===== src/rtl/rss_pkg.sv =====
package rss_pkg;

    typedef enum logic [1:0] {
        PH_IDLE  = 2'd0,
        PH_ARMED = 2'd1,
        PH_INIT  = 2'd2,
        PH_DONE  = 2'd3
    } rss_phase_e;

    typedef struct packed {
        rss_phase_e phase;
        logic       ack;
        logic       rst_out;
    } rss_state_t;

endpackage


===== src/rtl/rss_pulse_qual.sv =====
module rss_pulse_qual #(
    parameter int MIN_PULSE = 8
) (
    input  logic clk,
    input  logic por_n,
    input  logic rst_in,
    output logic qual_hit
);
    localparam int PW_W = $clog2(MIN_PULSE + 1);
    localparam logic [PW_W-1:0] CNT_TOP  = PW_W'(MIN_PULSE);
    localparam logic [PW_W-1:0] CNT_LAST = PW_W'(MIN_PULSE - 1);

    typedef struct packed {
        logic [PW_W-1:0] cnt;
    } pq_state_t;

    pq_state_t pq_d, pq_q;

    always_comb begin
        pq_d = pq_q;
        if (!rst_in) begin
            pq_d.cnt = '0;
        end else if (pq_q.cnt != CNT_TOP) begin
            pq_d.cnt = pq_q.cnt + 1'b1;
        end
        // fires once per pulse, on the edge that completes the minimum width
        qual_hit = rst_in && (pq_q.cnt == CNT_LAST);
    end

    always_ff @(posedge clk or negedge por_n) begin
        if (!por_n) begin
            pq_q <= '0;
        end else begin
            pq_q <= pq_d;
        end
    end

endmodule


===== src/rtl/rss_init_timer.sv =====
module rss_init_timer #(
    parameter int INIT_CYCLES = 8191
) (
    input  logic clk,
    input  logic por_n,
    input  logic load,
    input  logic abort,
    output logic busy,
    output logic done
);
    localparam int CNT_W = $clog2(INIT_CYCLES);
    localparam logic [CNT_W-1:0] LOAD_VAL = CNT_W'(INIT_CYCLES - 1);

    typedef struct packed {
        logic             busy;
        logic [CNT_W-1:0] cnt;
    } tm_state_t;

    tm_state_t tm_d, tm_q;

    always_comb begin
        tm_d = tm_q;
        if (abort) begin
            tm_d.busy = 1'b0;
            tm_d.cnt  = '0;
        end else if (load) begin
            tm_d.busy = 1'b1;
            tm_d.cnt  = LOAD_VAL;
        end else if (tm_q.busy) begin
            if (tm_q.cnt == '0) begin
                tm_d.busy = 1'b0;
            end else begin
                tm_d.cnt = tm_q.cnt - 1'b1;
            end
        end
        busy = tm_q.busy;
        done = tm_q.busy && (tm_q.cnt == '0);
    end

    always_ff @(posedge clk or negedge por_n) begin
        if (!por_n) begin
            tm_q <= '0;
        end else begin
            tm_q <= tm_d;
        end
    end

endmodule


===== src/rtl/rst_start_seq.sv =====
module rst_start_seq
    import rss_pkg::*;
#(
    parameter int MIN_PULSE   = 8,
    parameter int INIT_CYCLES = 8191
) (
    input  logic clk,
    input  logic por_n,
    input  logic rst_in,
    input  logic start_cmd,
    output logic rst_out,
    output logic stat_ack,
    output logic init_busy
);
    logic qual_hit;
    logic tmr_load;
    logic tmr_abort;
    logic tmr_busy;
    logic tmr_done;

    rss_state_t st_d, st_q;

    rss_pulse_qual #(.MIN_PULSE(MIN_PULSE)) pq_i (
        .clk      (clk),
        .por_n    (por_n),
        .rst_in   (rst_in),
        .qual_hit (qual_hit)
    );

    rss_init_timer #(.INIT_CYCLES(INIT_CYCLES)) tm_i (
        .clk   (clk),
        .por_n (por_n),
        .load  (tmr_load),
        .abort (tmr_abort),
        .busy  (tmr_busy),
        .done  (tmr_done)
    );

    always_comb begin
        st_d      = st_q;
        tmr_load  = 1'b0;
        tmr_abort = 1'b0;

        if (qual_hit) begin
            // a qualified request always restarts the handshake
            st_d.phase = PH_ARMED;
            st_d.ack   = 1'b0;
            tmr_abort  = 1'b1;
        end else begin
            case (st_q.phase)
                PH_ARMED: begin
                    if (!rst_in) begin
                        st_d.phase = PH_INIT;
                        tmr_load   = 1'b1;
                    end
                end
                PH_INIT: begin
                    if (tmr_done) begin
                        st_d.phase = PH_DONE;
                        st_d.ack   = 1'b1;
                    end
                end
                default: ;
            endcase
        end

        if (rst_in) begin
            st_d.rst_out = 1'b1;
        end else if (st_q.rst_out && start_cmd && st_q.ack) begin
            st_d.rst_out = 1'b0;
        end
    end

    always_ff @(posedge clk or negedge por_n) begin
        if (!por_n) begin
            st_q <= '{phase: PH_IDLE, ack: 1'b0, rst_out: 1'b1};
        end else begin
            st_q <= st_d;
        end
    end

    assign rst_out   = st_q.rst_out;
    assign stat_ack  = st_q.ack;
    assign init_busy = tmr_busy;

endmodule


===== config.mk =====
export PLATFORM = sky130hd
export DESIGN_NAME = rst_start_seq
export DESIGN_NICKNAME = d
export VERILOG_FILES = /design/src/rtl/rss_pkg.sv /design/src/rtl/rss_pulse_qual.sv /design/src/rtl/rss_init_timer.sv /design/src/rtl/rst_start_seq.sv
export SDC_FILE = /design/constraint.sdc
export NUM_CORES = 1
export LEC_CHECK = 0
export CORE_MARGIN = 2
export CORE_UTILIZATION = 30
export DETAILED_ROUTE_END_ITERATION = 6
export GPL_TIMING_DRIVEN = 0
export PLACE_DENSITY = 0.46
export SLEW_MARGIN = 20
export SYNTH_ARGS = -nofsm -noshare
export SYNTH_HDL_FRONTEND = slang
export SYNTH_SLANG_ARGS = --single-unit

===== constraint.sdc =====
create_clock -name clk -period 3.15 [get_ports clk]
set_input_delay 0.945 -clock clk [delete_from_list [all_inputs] [get_ports clk]]
set_output_delay 0.945 -clock clk [all_outputs]
set_load 0.005 [all_outputs]

==> results of run 1 <==
worst max-delay path: stages:
cell and delay (ps):
clkdlybuf4s50_1 620, and4b_1 230, clkbuf_1 360, clkbuf_1 450
a21oi_1 90
area by class of cell:
| class | instances | area (um^2) |
|---|---|---|
| timing repair buffer | 6 | 55.1 |
| inverter | 6 | 22.5 |
| multi-input combinational | 93 | 634 |
| clock buffer | 4 | 45.0 |
| buffer | 4 | 15.0 |
| tap | 50 | 62.6 |
| sequential | 22 | 552 |
| fill | 408 | 2580 |
through the flow:
step | area [um^2] | cells | power, W | setup WS [ps] | hold WS, ps
floorplan | 1220 | 125 | 0.000662 | 1060 | 503
global placement | 1350 | 181 | 0.000741 | 305 | 498
detailed placement | 1350 | 181 | 0.000751 | 288 | 505
CTS | 1390 | 185 | 0.000939 | 567 | 517
global route | 1390 | 185 | 0.00102 | 433 | 536
finish | 1390 | 185 | 0.000936 | 586 | 512
synthesized netlist by cell type (3+ instances only):
cell | instances | area (um^2)
inv_1 | 6 | 22.5
nand2_1 | 6 | 22.5
xnor2_1 | 3 | 26.3
a21oi_1 | 14 | 70.1
o21ai_0 | 4 | 20.0
dfrtp_1 | 21 | 526
clkbuf_1 | 4 | 15.0
nor2_1 | 7 | 26.3
nand2b_1 | 3 | 18.8
ha_1 | 5 | 62.6
nand3_1 | 4 | 20.0
a31oi_1 | 6 | 37.5
nor4_1 | 3 | 18.8
or3_1 | 9 | 56.3
nor2b_1 | 4 | 25.0
logic make-up after synthesis:
| logic type | after synthesis | share of synthesized area |
|---|---|---|
| and+or+nand+nor | 52 | 0.264 |
| AOI/OAI and AO/OA | 31 | 0.165 |
| DFF | 22 | 0.451 |
| buffers and inverters | 10 | 0.0307 |
| adders and majority gates | 5 | 0.0511 |
| xor gates and xnor gates | 3 | 0.0215 |
| muxes | 2 | 0.0174 |
power breakdown:
| group | total, W | internal, W | switching [W] |
|---|---|---|---|
| registers | 0.000471 | 0.000365 | 0.000106 |
| clock network | 0.000190 | 0.0000905 | 0.0000992 |
| logic | 0.000275 | 0.000141 | 0.000134 |
routing by layer:
| layer | vias up | GRT usage | wire length (um) |
|---|---|---|---|
| li1 | 479 | - | - |
| met1 | 469 | 0.187 | 1330 |
| met2 | 19 | 0.224 | 1200 |
| met3 | 5 | 0.0197 | 84 |
| met4 | 0 | 0.0625 | 47 |
| met5 | - | 0 | 0 |
sequential cells by signal (all words and copies together) (netlist names):
signal,flops
rst_out,1
st_q,2
tm_i.busy,1
stat_ack,1
tm_i.tm_q,13
pq_i.pq_q,4
how the worst min path moves through the flow:
| stage | depth (start not counted) | slack [ps] | to |
|---|---|---|---|
| after floorplan | 1 | 500 | rst_out |
| after global placement | 1 | 500 | rst_out |
| after detailed placement | 1 | 500 | rst_out |
| after CTS | 1 | 520 | rst_out |
| after global routing | 1 | 540 | rst_out |
| final | 1 | 510 | rst_out |
==> flow_metrics.env, run 1 <==
export IMPL_drv_slew=0
export IMPL_worst_pin_slew_ps=508
export IMPL_drive_above_1_share=0.0815
export IMPL_cts_buffers_inserted=3
export IMPL_ys_async_sr_fraction=1.00
export IMPL_crit_start="rst_in"
export IMPL_cts_max_path_buffers=2
export IMPL_hp_class="reg2reg"
export IMPL_synth_seq_area_share=0.451
export IMPL_ir_drop_uv=196
export IMPL_syn_num_nets=134
export IMPL_finalClockSkew_ps=8.40
export IMPL_status="finished, final reports clean"
export IMPL_rr_endpoint="tm_i.tm_q[1]"
export IMPL_cts_resized_gates=0
export IMPL_vias_per_cell=5.25
export IMPL_numPortBuffers=6
export IMPL_ys_flop_type="dfrtp_1"
export IMPL_cts_max_level=1
export IMPL_clock_root_buffer="clkbuf_8"
export IMPL_final_util=0.349
export IMPL_wl_per_cell_um=14.4
export IMPL_cts_sinks=22
export IMPL_syn_instance_count=125
export IMPL_worstSkewPairLatency_ps=270
export IMPL_synth_warnings=0
export IMPL_areaGrowthSynthToFinish_pct=13.3
export IMPL_reg2reg_slack_ps=840
export IMPL_synth_edf_count=0
export IMPL_cts_tree="done"
export IMPL_p_leak_nw=0.552
export IMPL_hpwl_mm=1.84
export IMPL_fin_crit_sh=0.814
export IMPL_synth_ff_latch_count=22
export IMPL_nets=145
export IMPL_die_h_um=67.9
export IMPL_grt_pass1_vias=1009
export IMPL_syn_area_per_cell_um2=9.79
export IMPL_ant_nets=0
export IMPL_start_kind="input port"
export IMPL_coreArea_um2=3970
export IMPL_arrival_ps=2690
export IMPL_final_common_cell="dfrtp_1"
export IMPL_grt_usage=0.140
export IMPL_start_util=0.308
export IMPL_gp_congestion=0.735
export IMPL_crit_type="in2reg"
export IMPL_antenna_found_initial=0
export IMPL_r2r_start="tm_i.tm_q[0]"
export IMPL_rows=23
export IMPL_num_vias=972
export IMPL_wl_mm=2.66
export IMPL_synth_area_um2=1220
export IMPL_die_area_um2=4610
export IMPL_drc=0
export IMPL_cts_hold_buffers=0
export IMPL_final_hold_viol_count=0
export IMPL_endpoint_kind="register"
export IMPL_drt_pre_antenna_iters=4
export IMPL_maxSlewHeadroom=0.661
export IMPL_die_w_um=67.9
export IMPL_grt_overflow_total=0
export IMPL_setup_viol=0
export IMPL_fmax_mhz=390
export IMPL_clk_pin_slew_ps=80
export IMPL_fin_crit_ps=2560
export IMPL_grt_max_degree=23
export IMPL_fin_setup_tns_ps=0
export IMPL_critPathMaxFanout=10
export IMPL_cp_endpoint="tm_i.tm_q[7]"
export IMPL_cts_post_setup_buffers_inserted=0
export IMPL_critPathRequiredTime_ps=3280
export IMPL_reg2reg_depth=6
export IMPL_rsz0062_at_grt="false"
export IMPL_min_delay_start="rst_out"
export IMPL_drv_cap=0
export IMPL_cellPowerDensity_nw_per_um2=675
export IMPL_grt_pass1_wl_mm=4.76
export IMPL_ios=7
export IMPL_final_cell_mix="21 x dfrtp_1, 14 x a21oi_1, 9 x or3_1, 7 x nor2_1"
export IMPL_drt_initial_drc_count=28
export IMPL_synth_cell_types=38
export IMPL_antennaDiodeCount=0
(Power assumes the default switching activity.)
==> inputs of run 2 (changes only) <==
PLACE_DENSITY = 0.47   (was 0.46)
clock period = 2.05 ns   (was 3.15 ns; I/O delays follow)
==> flow_metrics.env, run 2 (synthesis gave the netlist of run 1 again) <==
export IMPL_power_switching_w=0.000574
export IMPL_start_util=0.308
export IMPL_start_kind="register"
export IMPL_maxSlewHeadroom=0.654
export IMPL_gp_congestion=0.828
export IMPL_clock_root_buffer="clkbuf_8"
export IMPL_drv_cap=0
export IMPL_crit_type="reg2reg"
export IMPL_reg_largest_list="tm_i.tm_q (13), pq_i.pq_q (4), st_q (2)"
export IMPL_final_common_cell="dfrtp_1"
export IMPL_hp_class="in2async"
export IMPL_coreArea_um2=3970
export IMPL_grt_max_degree=23
export IMPL_n_fill_cell=401
export IMPL_numPortBuffers=6
export IMPL_final_cell_mix="21 x dfrtp_1, 13 x a21oi_1, 9 x or3_1, 8 x buf_4, 7 x nor2_1"
export IMPL_seq_area_um2=552
export IMPL_finalClockSkew_ps=6.99
export IMPL_ios=7
export IMPL_swShare=0.333
export IMPL_endpoint_kind="register"
export IMPL_rsz0062_at_grt="true"
export IMPL_clk_pin_slew_ps=90
export IMPL_largest_reg_flops=13
export IMPL_cts_sinks=22
export IMPL_comb_power_share=0.339
export IMPL_p_int_w=0.00115
export IMPL_areaGrowthSynthToFinish_pct=23.6
export IMPL_grt_overflow_total=0
export IMPL_timing_hold_ws_ps=308
export IMPL_top_register="tm_i.tm_q"
export IMPL_fin_setup_tns_ps=0
export IMPL_drc=0
export IMPL_final_util=0.381
export IMPL_antenna_found_initial=0
export IMPL_drt_initial_drc_count=32
export IMPL_critPathRequiredTime_ps=2250
export IMPL_hpwl_mm=1.76
export IMPL_path_cells="inv_2 > ha_4 > nor4b_2 > nand3_1 > or4b_2 > a31oi_1"
export IMPL_worst_pin_slew_ps=519
export IMPL_cts_tree="done"
export IMPL_drv_slew=0
export IMPL_post_place_cells=181
export IMPL_die_h_um=67.9
export IMPL_die_area_um2=4610
export IMPL_ant_nets=0
export IMPL_clkPwrFrac=0.237
export IMPL_critPathMaxFanout=5
export IMPL_rows=23
export IMPL_final_hold_viol_count=0
export IMPL_worstSkewPairLatency_ps=270
export IMPL_ir_drop_uv=619
export IMPL_wl_per_cell_um=13.9
export IMPL_finalNonFillerCells=191
export IMPL_placed_cell_area_um2=1350
export IMPL_drt_pre_antenna_iters=4
export IMPL_p_leak_nw=0.608
export IMPL_cpMaxStageDelayCell="or4b_2"
export IMPL_cellPowerDensity_nw_per_um2=1140
export IMPL_grt_pass1_wl_mm=4.56
export IMPL_vias_per_cell=5.24
export IMPL_nets=151
export IMPL_die_w_um=67.9
export IMPL_grt_usage=0.135
export IMPL_fmax_mhz=510
export IMPL_grt_pass1_vias=942
export IMPL_cts_buffers_inserted=3
export IMPL_cts_hold_buffers=0
export IMPL_fin_crit_sh=0.956
export IMPL_wl_mm=2.66
export IMPL_cts_max_level=1
export IMPL_fin_area_um2=1510
export IMPL_drive_above_1_share=0.227
export IMPL_setup_viol=0
export IMPL_max_stage_delay_ps=640
export IMPL_sequentialPowerShare=0.424
export IMPL_num_vias=1000
export IMPL_multiInputGateArea_um2=681
export IMPL_antennaDiodeCount=0
export IMPL_fin_crit_ps=1960
export IMPL_arrival_ps=2160
export IMPL_status="finished, final reports clean"
export IMPL_cts_max_path_buffers=2
[run 2: what timing repair did]
action,CTS,global route
resized for setup,9,6
setup endpoints to repair,12,15
pin swaps,6,6
buffers inserted,7,1
[run 2: area by class of cell]
class,instances,area share
buffer,2,0.00579
clock buffer,3,0.0273
clock inverter,1,0.0199
inverter,6,0.0149
multi-input combinational,93,0.450
sequential,22,0.365
tap,50,0.0414
timing repair buffer,14,0.0761
[run 2: critical path: cells and delay by family (launching register included)]
kind	cells	cell delay (ps)
buffers and inverters	1	90
AOI/OAI and AO/OA	1	180
DFF	1	410
adders and majority gates	1	140
and+or+nand+nor	3	1070
[run 2: metal layers]
layer  share of wire  up-vias  track usage
li1                -      493            -
met1            0.47      495        0.172
met2            0.49       10        0.229
met3           0.032        2       0.0395
met4          0.0068        0       0.0225
met5               0        -            0
[run 2: stage by stage]
step / power [W] / setup slack [ps]
floorplan: 0.00102 / 37.5
detailed placement: 0.00114 / -520
global placement: 0.00114 / -517
finish: 0.00173 / 89.2
global route: 0.00187 / -54.8
CTS: 0.00170 / -3.18
[run 2: power by group through the flow]
stage	combinational (W)	clock [W]	sequential [W]
2_1_floorplan	0.000334	0	0.000683
3_3_place_gp	0.000413	0	0.000725
3_5_place_dp	0.000421	0	0.000723
4_1_cts	0.000553	0.000427	0.000716
5_1_grt	0.000667	0.000448	0.000758
6_report	0.000586	0.000409	0.000731
[run 2: final timing paths]
| kind | start | end | slack (ps) | cells past startpoint |
|---|---|---|---|---|
| setup / recovery | tm_i.tm_q[0] | tm_i.tm_q[10] | 90 | 6 |
| hold / removal | por_n | pq_i.pq_q[0] | 310 | 1 |
| setup reg to reg | tm_i.tm_q[0] | tm_i.tm_q[10] | 90 | 6 |
| hold reg to reg | rst_out | rst_out | 510 | 1 |
| max in group asynchronous | por_n | rst_out | 1380 | 1 |
| min in group clk | rst_out | rst_out | 510 | 1 |
